File: src/rtl/dvma_pkg.sv
package dvma_pkg;
  typedef enum logic [1:0] {
    ST_IDLE,
    ST_FETCH,
    ST_WAIT,
    ST_EMIT
  } xl_state_e;
endpackage

File: src/rtl/dvma_win_decode.sv
module dvma_win_decode #(
  parameter int AW        = 32,
  parameter int SEL_W     = 3,
  parameter int MIN_SHIFT = 24
) (
  input  logic [SEL_W-1:0] sel,
  output logic [AW-1:0]    win_start
);
  logic [AW-1:0] limit;

  // window start: ones above bit MIN_SHIFT+sel, zeros below
  always_comb begin
    limit     = AW'(1) << (MIN_SHIFT + int'(sel));
    win_start = ~(limit - AW'(1));
  end
endmodule

File: src/rtl/dvma_seg_calc.sv
module dvma_seg_calc #(
  parameter int AW         = 32,
  parameter int LEN_W      = 16,
  parameter int PAGE_SHIFT = 12
) (
  input  logic [AW-1:0]       dva,
  input  logic [LEN_W-1:0]    remain,
  input  logic [AW-1:0]       base,
  input  logic [AW-1:0]       win_start,
  output logic [AW-1:0]       pte_addr,
  output logic [PAGE_SHIFT:0] seg_len
);
  localparam int            SEG_W     = PAGE_SHIFT + 1;
  localparam logic [SEG_W-1:0] PAGE_BYTES = SEG_W'(1) << PAGE_SHIFT;

  logic [AW-1:0]    masked;
  logic [SEG_W-1:0] to_end;

  always_comb begin
    masked   = dva & ~win_start;
    pte_addr = (base << 4) + ((masked >> (PAGE_SHIFT - 2)) & ~AW'(3));
    to_end   = PAGE_BYTES - SEG_W'(dva[PAGE_SHIFT-1:0]);
    if (LEN_W'(to_end) > remain) seg_len = SEG_W'(remain);
    else                         seg_len = to_end;
  end
endmodule

File: src/rtl/dvma_pte_check.sv
module dvma_pte_check #(
  parameter int AW         = 32,
  parameter int PAGE_SHIFT = 12
) (
  input  logic [31:0]           pte,
  input  logic [PAGE_SHIFT-1:0] offset,
  input  logic                  is_write,
  output logic                  ok,
  output logic [AW-1:0]         pa
);
  localparam logic [31:0] PPN_MASK = 32'h07FF_FF00;

  logic pte_valid, pte_writable;
  logic unused_pte_bits;

  assign pte_valid       = pte[1];
  assign pte_writable    = pte[2];
  assign unused_pte_bits = ^{pte[31:27], pte[7:3], pte[0]};

  always_comb begin
    ok = pte_valid && (!is_write || pte_writable);
    pa = AW'((pte & PPN_MASK) << 4) | AW'(offset);
  end
endmodule

File: src/rtl/dvma_xlate.sv
module dvma_xlate
  import dvma_pkg::*;
#(
  parameter int AW            = 32,
  parameter int LEN_W         = 16,
  parameter int PAGE_SHIFT    = 12,
  parameter int SEL_W         = 3,
  parameter int WIN_MIN_SHIFT = 24
) (
  input  logic                  clk,
  input  logic                  rst_n,
  input  logic [AW-1:0]         cfg_base,
  input  logic [SEL_W-1:0]      cfg_win_sel,
  input  logic                  req_valid,
  output logic                  req_ready,
  input  logic [AW-1:0]         req_dva,
  input  logic [LEN_W-1:0]      req_len,
  input  logic                  req_write,
  output logic                  pte_req_valid,
  input  logic                  pte_req_ready,
  output logic [AW-1:0]         pte_req_addr,
  input  logic                  pte_rsp_valid,
  input  logic [31:0]           pte_rsp_data,
  output logic                  seg_valid,
  input  logic                  seg_ready,
  output logic [AW-1:0]         seg_pa,
  output logic [PAGE_SHIFT:0]   seg_len,
  output logic                  seg_write,
  output logic                  xfer_done,
  output logic                  xfer_fault,
  output logic [AW-1:0]         fault_dva
);
  localparam int SEG_W = PAGE_SHIFT + 1;

  xl_state_e        state;
  logic [AW-1:0]    cur_dva;
  logic [LEN_W-1:0] remain;
  logic             wr_q;
  logic [AW-1:0]    base_q;
  logic [AW-1:0]    win_q;
  logic [AW-1:0]    pa_q;
  logic [SEG_W-1:0] len_q;
  logic             done_q;
  logic             fault_q;
  logic [AW-1:0]    fdva_q;

  logic [AW-1:0]    win_live;
  logic [AW-1:0]    pte_addr_c;
  logic [SEG_W-1:0] seg_len_c;
  logic             pte_ok;
  logic [AW-1:0]    pa_c;

  dvma_win_decode #(.AW(AW), .SEL_W(SEL_W), .MIN_SHIFT(WIN_MIN_SHIFT)) u_win (
    .sel       (cfg_win_sel),
    .win_start (win_live)
  );

  dvma_seg_calc #(.AW(AW), .LEN_W(LEN_W), .PAGE_SHIFT(PAGE_SHIFT)) u_seg (
    .dva       (cur_dva),
    .remain    (remain),
    .base      (base_q),
    .win_start (win_q),
    .pte_addr  (pte_addr_c),
    .seg_len   (seg_len_c)
  );

  dvma_pte_check #(.AW(AW), .PAGE_SHIFT(PAGE_SHIFT)) u_chk (
    .pte      (pte_rsp_data),
    .offset   (cur_dva[PAGE_SHIFT-1:0]),
    .is_write (wr_q),
    .ok       (pte_ok),
    .pa       (pa_c)
  );

  always_ff @(posedge clk or negedge rst_n) begin
    if (!rst_n) begin
      state   <= ST_IDLE;
      cur_dva <= '0;
      remain  <= '0;
      wr_q    <= 1'b0;
      base_q  <= '0;
      win_q   <= '0;
      pa_q    <= '0;
      len_q   <= '0;
      done_q  <= 1'b0;
      fault_q <= 1'b0;
      fdva_q  <= '0;
    end else begin
      done_q  <= 1'b0;
      fault_q <= 1'b0;
      case (state)
        ST_IDLE: begin
          if (req_valid) begin
            if (req_len == '0) begin
              done_q <= 1'b1;
            end else begin
              cur_dva <= req_dva;
              remain  <= req_len;
              wr_q    <= req_write;
              base_q  <= cfg_base;
              win_q   <= win_live;
              state   <= ST_FETCH;
            end
          end
        end
        ST_FETCH: begin
          if (pte_req_ready) state <= ST_WAIT;
        end
        ST_WAIT: begin
          if (pte_rsp_valid) begin
            if (pte_ok) begin
              pa_q  <= pa_c;
              len_q <= seg_len_c;
              state <= ST_EMIT;
            end else begin
              fault_q <= 1'b1;
              fdva_q  <= cur_dva;
              state   <= ST_IDLE;
            end
          end
        end
        ST_EMIT: begin
          if (seg_ready) begin
            cur_dva <= cur_dva + AW'(len_q);
            remain  <= remain - LEN_W'(len_q);
            if (remain == LEN_W'(len_q)) begin
              done_q <= 1'b1;
              state  <= ST_IDLE;
            end else begin
              state  <= ST_FETCH;
            end
          end
        end
        default: state <= ST_IDLE;
      endcase
    end
  end

  assign req_ready     = (state == ST_IDLE);
  assign pte_req_valid = (state == ST_FETCH);
  assign pte_req_addr  = pte_addr_c;
  assign seg_valid     = (state == ST_EMIT);
  assign seg_pa        = pa_q;
  assign seg_len       = len_q;
  assign seg_write     = wr_q;
  assign xfer_done     = done_q;
  assign xfer_fault    = fault_q;
  assign fault_dva     = fdva_q;

  AST_IDLE_QUIET: assert property (@(posedge clk) disable iff (!rst_n)
    req_ready |-> (!pte_req_valid && !seg_valid));
  AST_FETCH_HOLD: assert property (@(posedge clk) disable iff (!rst_n)
    (pte_req_valid && !pte_req_ready) |=> (pte_req_valid && $stable(pte_req_addr)));
  AST_ONE_FETCH: assert property (@(posedge clk) disable iff (!rst_n)
    (pte_req_valid && pte_req_ready) |=> !pte_req_valid);
  AST_SEG_HOLD: assert property (@(posedge clk) disable iff (!rst_n)
    (seg_valid && !seg_ready) |=> (seg_valid && $stable(seg_pa) && $stable(seg_len) && $stable(seg_write)));
  AST_SEG_IN_PAGE: assert property (@(posedge clk) disable iff (!rst_n)
    seg_valid |-> ((seg_len != '0) &&
      (({2'b00, seg_pa[PAGE_SHIFT-1:0]} + {1'b0, seg_len}) <= ((PAGE_SHIFT+2)'(1) << PAGE_SHIFT))));
  AST_DONE_FAULT_EXCL: assert property (@(posedge clk) disable iff (!rst_n)
    !(xfer_done && xfer_fault));
  AST_FAULT_PULSE: assert property (@(posedge clk) disable iff (!rst_n)
    xfer_fault |=> !xfer_fault);
endmodule

File: config.mk
export PLATFORM = sky130hd
export DESIGN_NAME = dvma_xlate
export DESIGN_NICKNAME = d
export VERILOG_FILES = /design/src/rtl/dvma_pkg.sv /design/src/rtl/dvma_win_decode.sv /design/src/rtl/dvma_seg_calc.sv /design/src/rtl/dvma_pte_check.sv /design/src/rtl/dvma_xlate.sv
export SDC_FILE = /design/constraint.sdc
export NUM_CORES = 1
export LEC_CHECK = 0
export BUFFER_PORTS_ARGS = -buffer_cell sky130_fd_sc_hd__buf_4
export CORE_AREA = 10 10 165 167
export CTS_CLUSTER_DIAMETER = 30
export DETAILED_ROUTE_END_ITERATION = 7
export DIE_AREA = 0 0 175 177
export PLACE_DENSITY = 0.64
export RECOVER_POWER = 100
export SYNTH_ARGS = -nofsm -noshare
export SYNTH_HDL_FRONTEND = slang
export SYNTH_SLANG_ARGS = --single-unit
export TNS_END_PERCENT = 20
File: constraint.sdc
create_clock -name clk -period 7.2 [get_ports clk]
set_input_delay 1.8 -clock clk [delete_from_list [all_inputs] [get_ports clk]]
set_output_delay 1.8 -clock clk [all_outputs]
set_load 0.01 [all_outputs]
==> impl_metrics.ini <==
[detailed_routing]
drt_iter0_drc = 853
vias_per_cell = 5.528
wire_per_inst_um = 18.50
ant_nets = 0
wirelength_mm = 32.49
drt_first_pass_iters = 5
vias = 9707
drc = 0

[synth]
yosysWarnings = 0
yosysUniqueCellTypes = 76
ys_top_cells_by_area = dfrtp_1 (39%), nand2_1 (9.0%), ha_1 (7.3%)
synth_top_cell_by_area = dfrtp_1
yosys.area.top_type_share_pct = 38.93
synth.most_common_cell = nand2_1
ys_async_sr_fraction_pct = 100.0
synthFlopType = dfrtp_1
syn_avg_cell_area_um2 = 8.601
synth-edff-count = 0
synth-seq-area-share_pct = 38.93
synthesis.area_um2 = 10610
synth-seq-cells = 165
synthCells = 1233
yosys-top-cells-count = nand2_1 (255), dfrtp_1 (165), a21oi_1 (78)

[pwr]
leakage_nw = 5.794
p_total_mw = 6.692
pwr_density_cell_nw_per_um2 = 530.4
irDropWorstVdd_v = 0.0002399

[clocking]
numCtsBuffers = 17
clkSinkCount = 165
ctsHoldBuffers = 0
clk_pin_slew_ns = 0.07
cts.repair.resized = 0
clock-root-buffer = clkbuf_16
clockBufferDepth = 2
htree_levels = 4
postCtsSetupRepairBufs = 0
clock_latency_ns = 0.44
cts_tree = yes

[timing]
max_freq_ghz = 0.1839
slew_violations = 407
setup_viol = 0
hold_violations = 0
fin_tns_setup_ns = 0
slew_headroom_pct = -102.1
min_period_ns = 5.436
rsz0062_at_grt = false
period_share_pct = 75.51
finClkSkew_ns = 0.01156
worst_pin_slew_ns = 3.031

[setup_path]
crit_slowest_cell = a2111oi_0
path_cells = ha_1, inv_1, fa_1, nor2b_1, o31a_1, o21bai_1, a2111oi_0, o31ai_1, a21oi_1, xor2_1, clkbuf_1
crit_buf_inv = 2
worstPathMaxFanout = 7
rr_endpoint = cur_dva[25]$_DFFE_PN0P_
cp-start-kind = register
rr_startpoint = state[1]$_DFFE_PN0P_
cpLargestDelayFamily = compound AO/OA/AOI/OAI gates
reg2reg_setup_slack_ns = 1.88
cp-end-kind = output port
cp_slowest_stage_delay_ns = 0.56
rr_worst_depth = 6
critPathCapture = pte_req_addr[24]
crit_path_start = cur_dva[14]$_DFFE_PN0P_
arrival_ns = 3.64
cp_num_cells = 11
required_ns = 5.40
critPathKind = register to output port

[layout]
drive_above_1_share_pct = 14.39
seqCellArea_um2 = 4129
area_growth_pct = 18.96
final_cell_area_um2 = 12620
n_fill_cell = 2358
diodes = 0
fin_nets = 1606
multi_input_area_um2 = 6026

[global_route]
grt_pass1_wl_mm = 52.05
antenna_found_initial = 0
grt_max_degree = 60
overflow = 0
grt_pass1_vias = 9618
track_usage_pct = 20.58

[place]
placed_area_um2 = 12490
place_congestion = 0.9129
io_buffers = 218
dp_hpwl_mm = 24.00

[status]
violations = capacitance limit, slew limit
outcome = finished, violations left

[floorplan]
placementRows = 57
fp.dieArea_um2 = 30980
start_util_pct = 44.26
core-area_um2 = 23960
die_h_um = 177
io_pins = 237
fp.dieW_um = 175

[worst_hold_path]
hp-class = register to register

[run]
drv_cap = 9
-- metal layers --
metal / routed length (um) / track usage, %
met1: 14580 / 26.12
met5: 0 / 0
met4: 367 / 3.603
met3: 2299 / 6.486
met2: 15250 / 34.12
-- worst min-delay path by stage --
stage	cells after the start	slack, ns	start	end
final	2	0.48	seg_pa[12]$_DFFE_PN0P_	seg_pa[12]$_DFFE_PN0P_
after global routing	2	0.50	seg_pa[14]$_DFFE_PN0P_	seg_pa[14]$_DFFE_PN0P_
after global placement	1	0.45	win_q[31]$_DFFE_PN0P_	win_q[31]$_DFFE_PN0P_
after floorplan	1	0.44	win_q[31]$_DFFE_PN0P_	win_q[31]$_DFFE_PN0P_
after detailed placement	2	0.46	seg_pa[14]$_DFFE_PN0P_	seg_pa[14]$_DFFE_PN0P_
after CTS	2	0.48	seg_pa[12]$_DFFE_PN0P_	seg_pa[12]$_DFFE_PN0P_
-- tightest hold or removal path: stages (launching register included) --
cell     delay (ns)
dfrtp_1        0.35
nand2_1        0.05
nand2_1        0.05
-- layout make-up --
type / count / area share, %
Clock buffer: 17 / 3.372
Sequential cell: 165 / 32.73
Timing Repair Buffer: 229 / 10.05
Multi-Input combinational cell: 956 / 47.76
Inverter: 50 / 1.488
Clock inverter: 15 / 1.388
Tap cell: 324 / 3.213
-- cell usage in the layout, fill, tap and decap left out, types with 6 or more instances in the layout --
master / Yosys / routed
a21o_1: 17 / 17
and2_1: 6 / 6
nor4_1: 7 / 7
xor2_1: 13 / 13
nand2_1: 255 / 256
nand2b_1: 7 / 7
o31ai_1: 15 / 16
nor3_1: 42 / 42
and3_1: 20 / 20
o22ai_1: 12 / 12
clkbuf_16: 0 / 17
a31oi_1: 11 / 11
inv_8: 0 / 6
o21a_1: 11 / 11
nand4_1: 17 / 17
nor2b_1: 20 / 19
o211ai_1: 7 / 7
ha_1: 62 / 62
dfrtp_1: 165 / 165
o21bai_1: 8 / 8
a21oi_1: 78 / 77
mux2_2: 35 / 35
buf_4: 6 / 107
nor2_1: 68 / 68
o221a_2: 10 / 10
xnor2_1: 26 / 26
inv_1: 50 / 50
clkbuf_1: 46 / 119
o21ai_0: 56 / 58
mux2i_1: 19 / 19
nand3_1: 33 / 32
a211oi_1: 16 / 16
-- flip-flops by register name, summed over array words and instances (netlist names) --
register,flops
base_q,28
cur_dva,32
fault_dva,32
remain,16
seg_len,13
seg_pa,31
seg_write,1
state,2
win_q,8
xfer_done,1
xfer_fault,1
-- where the power goes --
group	leakage, nW	internal, mW	total, mW	switching (mW)
combinational	3.48	1.59	3.89	2.30
sequential	2.02	1.37	1.86	0.489
clock	0.291	0.471	0.939	0.468
-- stage by stage --
step	hold WS (ns)	util, %	instances	setup slack, ns
6_report	0.4768	52.65	1756	1.764
3_5_place_dp	0.4633	52.13	1724	2.200
4_1_cts	0.4826	54.63	1756	1.716
2_1_floorplan	0.4354	-	1235	2.892
5_1_grt	0.5010	52.65	1756	1.326
3_3_place_gp	0.4535	52.13	1724	2.171
-- kinds of logic (layout without fill, tap and decap cells) --
| logic type | Yosys count | count (layout) | synth area share, % |
|---|---|---|---|
| AND/OR/NAND/NOR | 502 | 502 | 21.65 |
| AO/OA/AOI/OAI | 293 | 293 | 18.42 |
| flip-flops | 165 | 165 | 38.93 |
| buffers and inverters | 114 | 311 | 4.353 |
| adder cells (fa/ha/maj) | 65 | 65 | 7.881 |
| multiplexers | 54 | 54 | 5.510 |
| XOR/XNOR | 39 | 39 | 3.221 |
| other | 1 | 3 | 0.03536 |
(Power assumes the default switching activity.)
